==> src/rtl/sticky_pkg.sv <==
package sticky_pkg;
    typedef enum logic [1:0] {
        SEL_STATUS = 2'd0,
        SEL_MASK   = 2'd1,
        SEL_POLICY = 2'd2,
        SEL_NONE   = 2'd3
    } reg_sel_e;

    localparam logic POLICY_W1C = 1'b0;
    localparam logic POLICY_COR = 1'b1;
endpackage

==> src/rtl/sticky_rise_detect.sv <==
module sticky_rise_detect #(
    parameter int W = 16
) (
    input  logic         clk,
    input  logic         rst_n,
    input  logic [W-1:0] ev_i,
    output logic [W-1:0] rise_o
);
    typedef struct packed {
        logic [W-1:0] hist;
    } state_t;

    state_t st_d, st_q;

    always_comb begin
        st_d      = st_q;
        st_d.hist = ev_i;
        rise_o    = ev_i & ~st_q.hist;
    end

    always_ff @(posedge clk or negedge rst_n) begin
        if (!rst_n) st_q <= '0;
        else        st_q <= st_d;
    end
endmodule

==> src/rtl/sticky_latch_bank.sv <==
module sticky_latch_bank #(
    parameter int W = 16
) (
    input  logic         clk,
    input  logic         rst_n,
    input  logic [W-1:0] rise_i,
    input  logic [W-1:0] clr_i,
    output logic [W-1:0] lat_o
);
    typedef struct packed {
        logic [W-1:0] lat;
    } state_t;

    state_t st_d, st_q;

    always_comb begin
        st_d     = st_q;
        st_d.lat = rise_i | (st_q.lat & ~clr_i);
    end

    always_ff @(posedge clk or negedge rst_n) begin
        if (!rst_n) st_q <= '0;
        else        st_q <= st_d;
    end

    assign lat_o = st_q.lat;

    for (genvar b = 0; b < W; b++) begin : g_bit
        // a flag with no clear pending holds
        a_r3_flag_holds: assert property (@(posedge clk) disable iff (!rst_n)
            (st_q.lat[b] && !clr_i[b]) |=> st_q.lat[b]);
        // a rising event always lands, even against a clear
        a_r7_event_wins: assert property (@(posedge clk) disable iff (!rst_n)
            rise_i[b] |=> st_q.lat[b]);
    end
endmodule

==> src/rtl/sticky_ctrl_regs.sv <==
module sticky_ctrl_regs #(
    parameter int W = 16
) (
    input  logic         clk,
    input  logic         rst_n,
    input  logic         wr_mask_i,
    input  logic         wr_policy_i,
    input  logic [W-1:0] wdata_i,
    output logic [W-1:0] mask_o,
    output logic         policy_o
);
    typedef struct packed {
        logic [W-1:0] mask;
        logic         policy;
    } state_t;

    state_t st_d, st_q;

    always_comb begin
        st_d = st_q;
        if (wr_mask_i)   st_d.mask   = wdata_i;
        if (wr_policy_i) st_d.policy = wdata_i[0];
    end

    always_ff @(posedge clk or negedge rst_n) begin
        if (!rst_n) st_q <= '0;
        else        st_q <= st_d;
    end

    assign mask_o   = st_q.mask;
    assign policy_o = st_q.policy;

    // policy changes only through a policy write
    a_r8_policy_stable: assert property (@(posedge clk) disable iff (!rst_n)
        !wr_policy_i |=> $stable(policy_o));
endmodule

==> src/rtl/sticky_status_bank.sv <==
module sticky_status_bank #(
    parameter int W = 16
) (
    input  logic         clk,
    input  logic         rst_n,
    input  logic [1:0]   addr_i,
    input  logic         wr_en_i,
    input  logic         rd_en_i,
    input  logic [W-1:0] wdata_i,
    output logic [W-1:0] rdata_o,
    input  logic [W-1:0] event_i,
    output logic         irq_o
);
    import sticky_pkg::*;

    reg_sel_e     sel;
    logic [W-1:0] rise, clr, lat, mask;
    logic         policy;
    logic         wr_status, rd_status;

    assign sel       = reg_sel_e'(addr_i);
    assign wr_status = wr_en_i && (sel == SEL_STATUS);
    assign rd_status = rd_en_i && (sel == SEL_STATUS);

    sticky_rise_detect #(.W(W)) u_rise (
        .clk(clk), .rst_n(rst_n), .ev_i(event_i), .rise_o(rise)
    );

    sticky_ctrl_regs #(.W(W)) u_ctrl (
        .clk(clk), .rst_n(rst_n),
        .wr_mask_i(wr_en_i && (sel == SEL_MASK)),
        .wr_policy_i(wr_en_i && (sel == SEL_POLICY)),
        .wdata_i(wdata_i), .mask_o(mask), .policy_o(policy)
    );

    always_comb begin
        clr = '0;
        if (policy == POLICY_W1C) begin
            if (wr_status) clr = wdata_i;
        end else begin
            if (rd_status) clr = '1;
        end
    end

    sticky_latch_bank #(.W(W)) u_bank (
        .clk(clk), .rst_n(rst_n), .rise_i(rise), .clr_i(clr), .lat_o(lat)
    );

    always_comb begin
        unique case (sel)
            SEL_STATUS: rdata_o = lat;
            SEL_MASK:   rdata_o = mask;
            SEL_POLICY: rdata_o = {{(W-1){1'b0}}, policy};
            default:    rdata_o = '0;
        endcase
    end

    assign irq_o = |(lat & mask);

    // acknowledge-by-write clears the written ones unless an event lands
    a_r4_w1c_clears: assert property (@(posedge clk) disable iff (!rst_n)
        (policy == POLICY_W1C && wr_status) |=>
            ((lat & $past(wdata_i) & ~$past(rise)) == '0));
    // a read does not clear in acknowledge-by-write mode
    a_r4_read_keeps: assert property (@(posedge clk) disable iff (!rst_n)
        (policy == POLICY_W1C && !wr_status) |=> (lat == ($past(lat) | $past(rise))));
    // clear-on-read leaves only fresh events
    a_r5_cor_clears: assert property (@(posedge clk) disable iff (!rst_n)
        (policy == POLICY_COR && rd_status) |=> (lat == $past(rise)));
    // writes ignored in clear-on-read mode
    a_r6_cor_write_ignored: assert property (@(posedge clk) disable iff (!rst_n)
        (policy == POLICY_COR && !rd_status) |=> (lat == ($past(lat) | $past(rise))));
endmodule

==> config.mk <==
export PLATFORM = sky130hd
export DESIGN_NAME = sticky_status_bank
export DESIGN_NICKNAME = d
export VERILOG_FILES = /design/src/rtl/sticky_pkg.sv /design/src/rtl/sticky_rise_detect.sv /design/src/rtl/sticky_latch_bank.sv /design/src/rtl/sticky_ctrl_regs.sv /design/src/rtl/sticky_status_bank.sv
export SDC_FILE = /design/constraint.sdc
export NUM_CORES = 1
export LEC_CHECK = 0
export ABC_CLOCK_PERIOD_IN_PS = 1800
export BUFFER_PORTS_ARGS = -buffer_cell sky130_fd_sc_hd__buf_2
export CAP_MARGIN = 20
export CORE_ASPECT_RATIO = 1.75
export CORE_MARGIN = 5
export CORE_UTILIZATION = 52
export DETAILED_ROUTE_END_ITERATION = 10
export PLACE_DENSITY = 0.79
export RECOVER_POWER = 25
export SETUP_SLACK_MARGIN = 0.05
export SYNTH_ARGS = -nofsm -noshare
export SYNTH_HDL_FRONTEND = slang
export SYNTH_SLANG_ARGS = --single-unit
==> constraint.sdc <==
create_clock -name clk -period 1.8 [get_ports clk]
set_input_delay 0 -clock clk [delete_from_list [all_inputs] [get_ports clk]]
set_output_delay 0 -clock clk [all_outputs]
set_load 0.02 [all_outputs]
# Word-level counts from Yosys, hierarchy flattened
# Index checks and enable logic that the tools add are counted.
op_classes:
  n_bitwise: 6
  reduce_logical: 6
  n_eq_ne: 2
  n_mux: 4
ops:
  columns: ["op", "n"]
  rows:
  - ["$and A16 B16 Y16", 3]
  - ["$mux W16", 3]
  - ["$pmux W16 S3", 1]
  - ["$not A16 Y16", 2]
  - ["$or A16 B16 Y16", 1]
  - ["$reduce_or A16 Y1", 1]
  - ["$logic_and A1 B1 Y1", 4]
  - ["$eq A2 B1 Y1 const B", 1]
  - ["$eq A2 B2 Y1 const B", 1]
  - ["$logic_not A2 Y1", 1]
word_totals:
  regBits: 49
  elab_cells: 22
  input_bits: 38
  output_inout_bits: 17

# Depth between registers and ports, before layout
depth:
  ltp_word: 7
  depth_mapped: 5
  mapped_depth_nobuf: 3

# Hierarchy
# Synthesis repeated with hierarchy kept, for this count alone.
unflattened:
  hier_cells: 186
  hier_area_um2: 2424.8
modules_own_cells:
  columns: ["module", "cells_per_inst", "area_each_um2", "instances"]
  rows:
  - ["sticky_ctrl_regs", 36, 685.7, 1]
  - ["sticky_rise_detect", 32, 620.6, 1]
  - ["sticky_latch_bank", 48, 580.6, 1]
  - ["sticky_status_bank", 70, 538.0, 1]

# Worst setup path before layout
# Ideal clock, no wire load.
synth_timing:
  kind: "reg-to-reg"
  start: "reg u_ctrl.st_q, in the netlist u_ctrl.policy_o"
  end: "reg u_bank.st_q, in the netlist u_bank.lat_o[10]"
  path_buffers: 1
  slack_ps: 482
  arrival_time_ps: 1196
  path_stages_with_launch: 5
  cell_sequence: "dfrtp_1 -> nor4b_4 -> buf_6 -> nand2_1 -> a32o_1"
synth_lines:
  columns: ["item", "line", "rtl"]
  rows:
  - ["start: declaration", "sticky_ctrl_regs.sv:17", "state_t st_d, st_q;"]
  - ["start signal: assignment", "sticky_ctrl_regs.sv:27", "else st_q <= st_d;"]
  - ["end signal: assignment", "sticky_latch_bank.sv:23", "else st_q <= st_d;"]
  - ["end: declaration", "sticky_latch_bank.sv:14", "state_t st_d, st_q;"]

# Final worst setup path
layout_timing:
  start: "reg u_bank.st_q, in the netlist u_bank.lat_o[9]"
  end: "out irq_o"
layout_between:
  elab_chain_len: 2
layout_rtl:
  columns: ["item", "line", "rtl"]
  rows:
  - ["$and A16 B16 Y16", "sticky_status_bank.sv:58", "assign irq_o = |(lat & mask);"]
  - ["$reduce_or A16 Y1", "sticky_status_bank.sv:58", null]
  - ["end: declaration", "sticky_status_bank.sv:12", "output logic irq_o"]
# No other way between the ends.

==> results_dict.tcl <==
set metrics [dict create \
    post-route-period-util_pct 87.0 \
    synth_warnings 0 \
    synth_nets 206 \
    yosysSeqAreaShare_pct 57.8 \
    ant_nets 0 \
    finalSetupViolCount 0 \
    final_hold_viol_count 0 \
    status "completed" \
    worstPathRequired_ns 1.80 \
    clockBufferDepth 2 \
    initial_core_util_pct 54.4 \
    cts_num_sinks 49 \
    power_density_nw_per_um2 878 \
    drtIter0Drc 33 \
    hold_path_depth 3 \
    worstRegToRegCells 3 \
    fin_crit_ns 1.57 \
    finalClockSkew_ns 0.00588 \
    worstSetupPathType "reg2out" \
    overflow 0 \
    reg2reg_to "u_bank.lat_o[14]" \
    core-area_um2 3900 \
    ctsHoldBuffers 33 \
    reg2reg_from "u_ctrl.policy_o" \
    grt_setup_unrepaired "false" \
    crit_fanout 3 \
    track_usage_pct 19.4 \
    place_hpwl_um 3420 \
    min_to "u_ctrl.policy_o" \
    endpoint_kind "output pin" \
    multi_input_comb_area_um2 785 \
    start_kind "flip-flop" \
    worst_pin_slew_ns 0.702 \
    grt_pass1_vias 1760 \
    dieArea_um2 5510 \
    stdcell_area_um2 2830 \
    layout_common_cells "dfrtp_1 (49), buf_2 (39), dlygate4sd3_1 (33), nand2_1 (17)" \
    min_from "wr_en_i" \
    p_total_mw 2.48 \
    cts_tree "built" \
    register_area_um2 1230 \
    dr_total_vias 1631 \
    final_common_cell "dfrtp_1" \
    vdd_drop_max_mv 0.675 \
    postCtsSetupBuffers 0 \
    met2_length_um 2640 \
    synth_cell_types 21 \
    placedInstanceArea_um2 2440 \
    synth-seq-cells 49 \
    drt_pre_antenna_iters 4 \
    dp_cells 268 \
    vias_per_cell 5.31 \
    final_cells 307 \
    cap_violations 0 \
    area_growth_pct 33.2 \
    drc 0 \
    slew_headroom_pct 53.2 \
    nFillCells 306 \
    cp.arrival_ns 1.57 \
    fp.dieH_um 94.5 \
    drive_above_1_share_pct 27.8 \
    max_freq_ghz 0.639 \
    drv_slew 0 \
    netlist_area_um2 2120 \
    die_w_um 58.3 \
    io_buffers 54 \
    fin_tns_setup_ns 0 \
    finalNetCount 298 \
    fin_util_pct 72.4 \
    r2r_setup_slack_ns 0.34 \
    ioPinCount 55 \
    cts-resized-gates 0 \
    p_leak_nw 1.32 \
    wl_met1_um 1920 \
    grt_pass1_wl_um 8070 \
    syn_avg_cell_area_um2 12.6 \
    drt_wl_total_um 4820 \
    diodes 0 \
    root_buffer "clkbuf_8" \
    grt_max_degree 30 \
    num_rows 30 \
    synth_cells 168 \
    place_congestion 0.755 \
    clkSlewWorstSetupHoldPaths_ns 0.08 \
    htreeDepth 2 \
    wl_met3_um 209 \
    top_layer "met4" \
    clk_latency_ns 0.29 \
    antenna_found_initial 0 \
    hold_class "in2reg" \
    numCtsBuffers 5 \
    wl_per_cell_um 15.7 \
]
[synth_stat cells (all sizes together)]
| library cell | instances | area share, % |
|---|---|---|
| a221oi | 4 | 1.7 |
| a22o | 4 | 1.7 |
| a32o | 16 | 7.5 |
| buf | 6 | 2.2 |
| clkbuf | 1 | 0.18 |
| dfrtp | 49 | 58 |
| inv | 16 | 2.8 |
| mux2 | 17 | 9.0 |
| mux2i | 16 | 7.5 |
| nand2 | 17 | 3.0 |
| nand3b | 3 | 1.8 |
| nand4 | 1 | 0.29 |
| nor2 | 15 | 2.7 |
| nor2b | 1 | 0.41 |
| nor4b | 1 | 1.1 |
| o21ai | 1 | 0.24 |
[cell type report]
class,instances,area share (%)
Clock buffer,5,2.43
Clock inverter,1,0.177
Inverter,16,2.12
Multi-Input combinational cell,96,27.8
Sequential cell,49,43.4
Tap cell,48,2.12
Timing Repair Buffer,92,22.0
[cells by family (layout without fill, tap and decap cells)]
group | Yosys count | count (layout) | share of synthesized area, %
AOI/OAI and AO/OA | 25 | 25 | 11.1
buffers and inverters | 23 | 114 | 5.25
and+or+nand+nor | 38 | 38 | 9.32
DFF | 49 | 49 | 57.8
muxes | 33 | 33 | 16.6
[through the flow]
step | hold WS (ns) | worst slack (ns)
2_1_floorplan | -0.296 | 0.482
3_3_place_gp | 0.0549 | 0.416
3_5_place_dp | 0.0602 | 0.386
4_1_cts | 0.0960 | 0.217
5_1_grt | 0.118 | 0.0900
6_report | 0.103 | 0.234
[flip-flops by register name, summed over array words and instances (netlist names)]
name	cells
u_ctrl.mask_o	16
u_ctrl.policy_o	1
u_rise.st_q	16
u_bank.lat_o	16
[worst max-delay path by stage]
stage | startpoint | endpoint | slack (ns) | cells after the start
floorplan | u_ctrl.policy_o | u_bank.lat_o[10] | 0.48 | 4
global placement | u_ctrl.policy_o | u_bank.lat_o[14] | 0.42 | 3
detailed placement | u_ctrl.policy_o | u_bank.lat_o[5] | 0.39 | 3
CTS | u_bank.lat_o[9] | irq_o | 0.22 | 4
global route | u_bank.lat_o[9] | irq_o | 0.09 | 4
finish | u_bank.lat_o[9] | irq_o | 0.23 | 4
[critical path, stage by stage, from the launching register on]
cell      delay, ns
dfrtp_1        0.41
a22o_1         0.27
a221oi_1       0.28
nand4_1        0.13
buf_2          0.18
[report_power, final]
group | internal, mW | total (mW) | switching [mW]
clock network | 0.256 | 0.581 | 0.325
registers | 1.24 | 1.35 | 0.108
logic | 0.289 | 0.549 | 0.260
total | 1.79 | 2.48 | 0.692
[metal layers]
metal,vias to the layer above,GRT usage (%)
met4,0,6.96
li1,774,-
met5,-,0
met2,42,34.6
met3,5,3.28
met1,810,22.9
(Power assumes the default switching activity.)
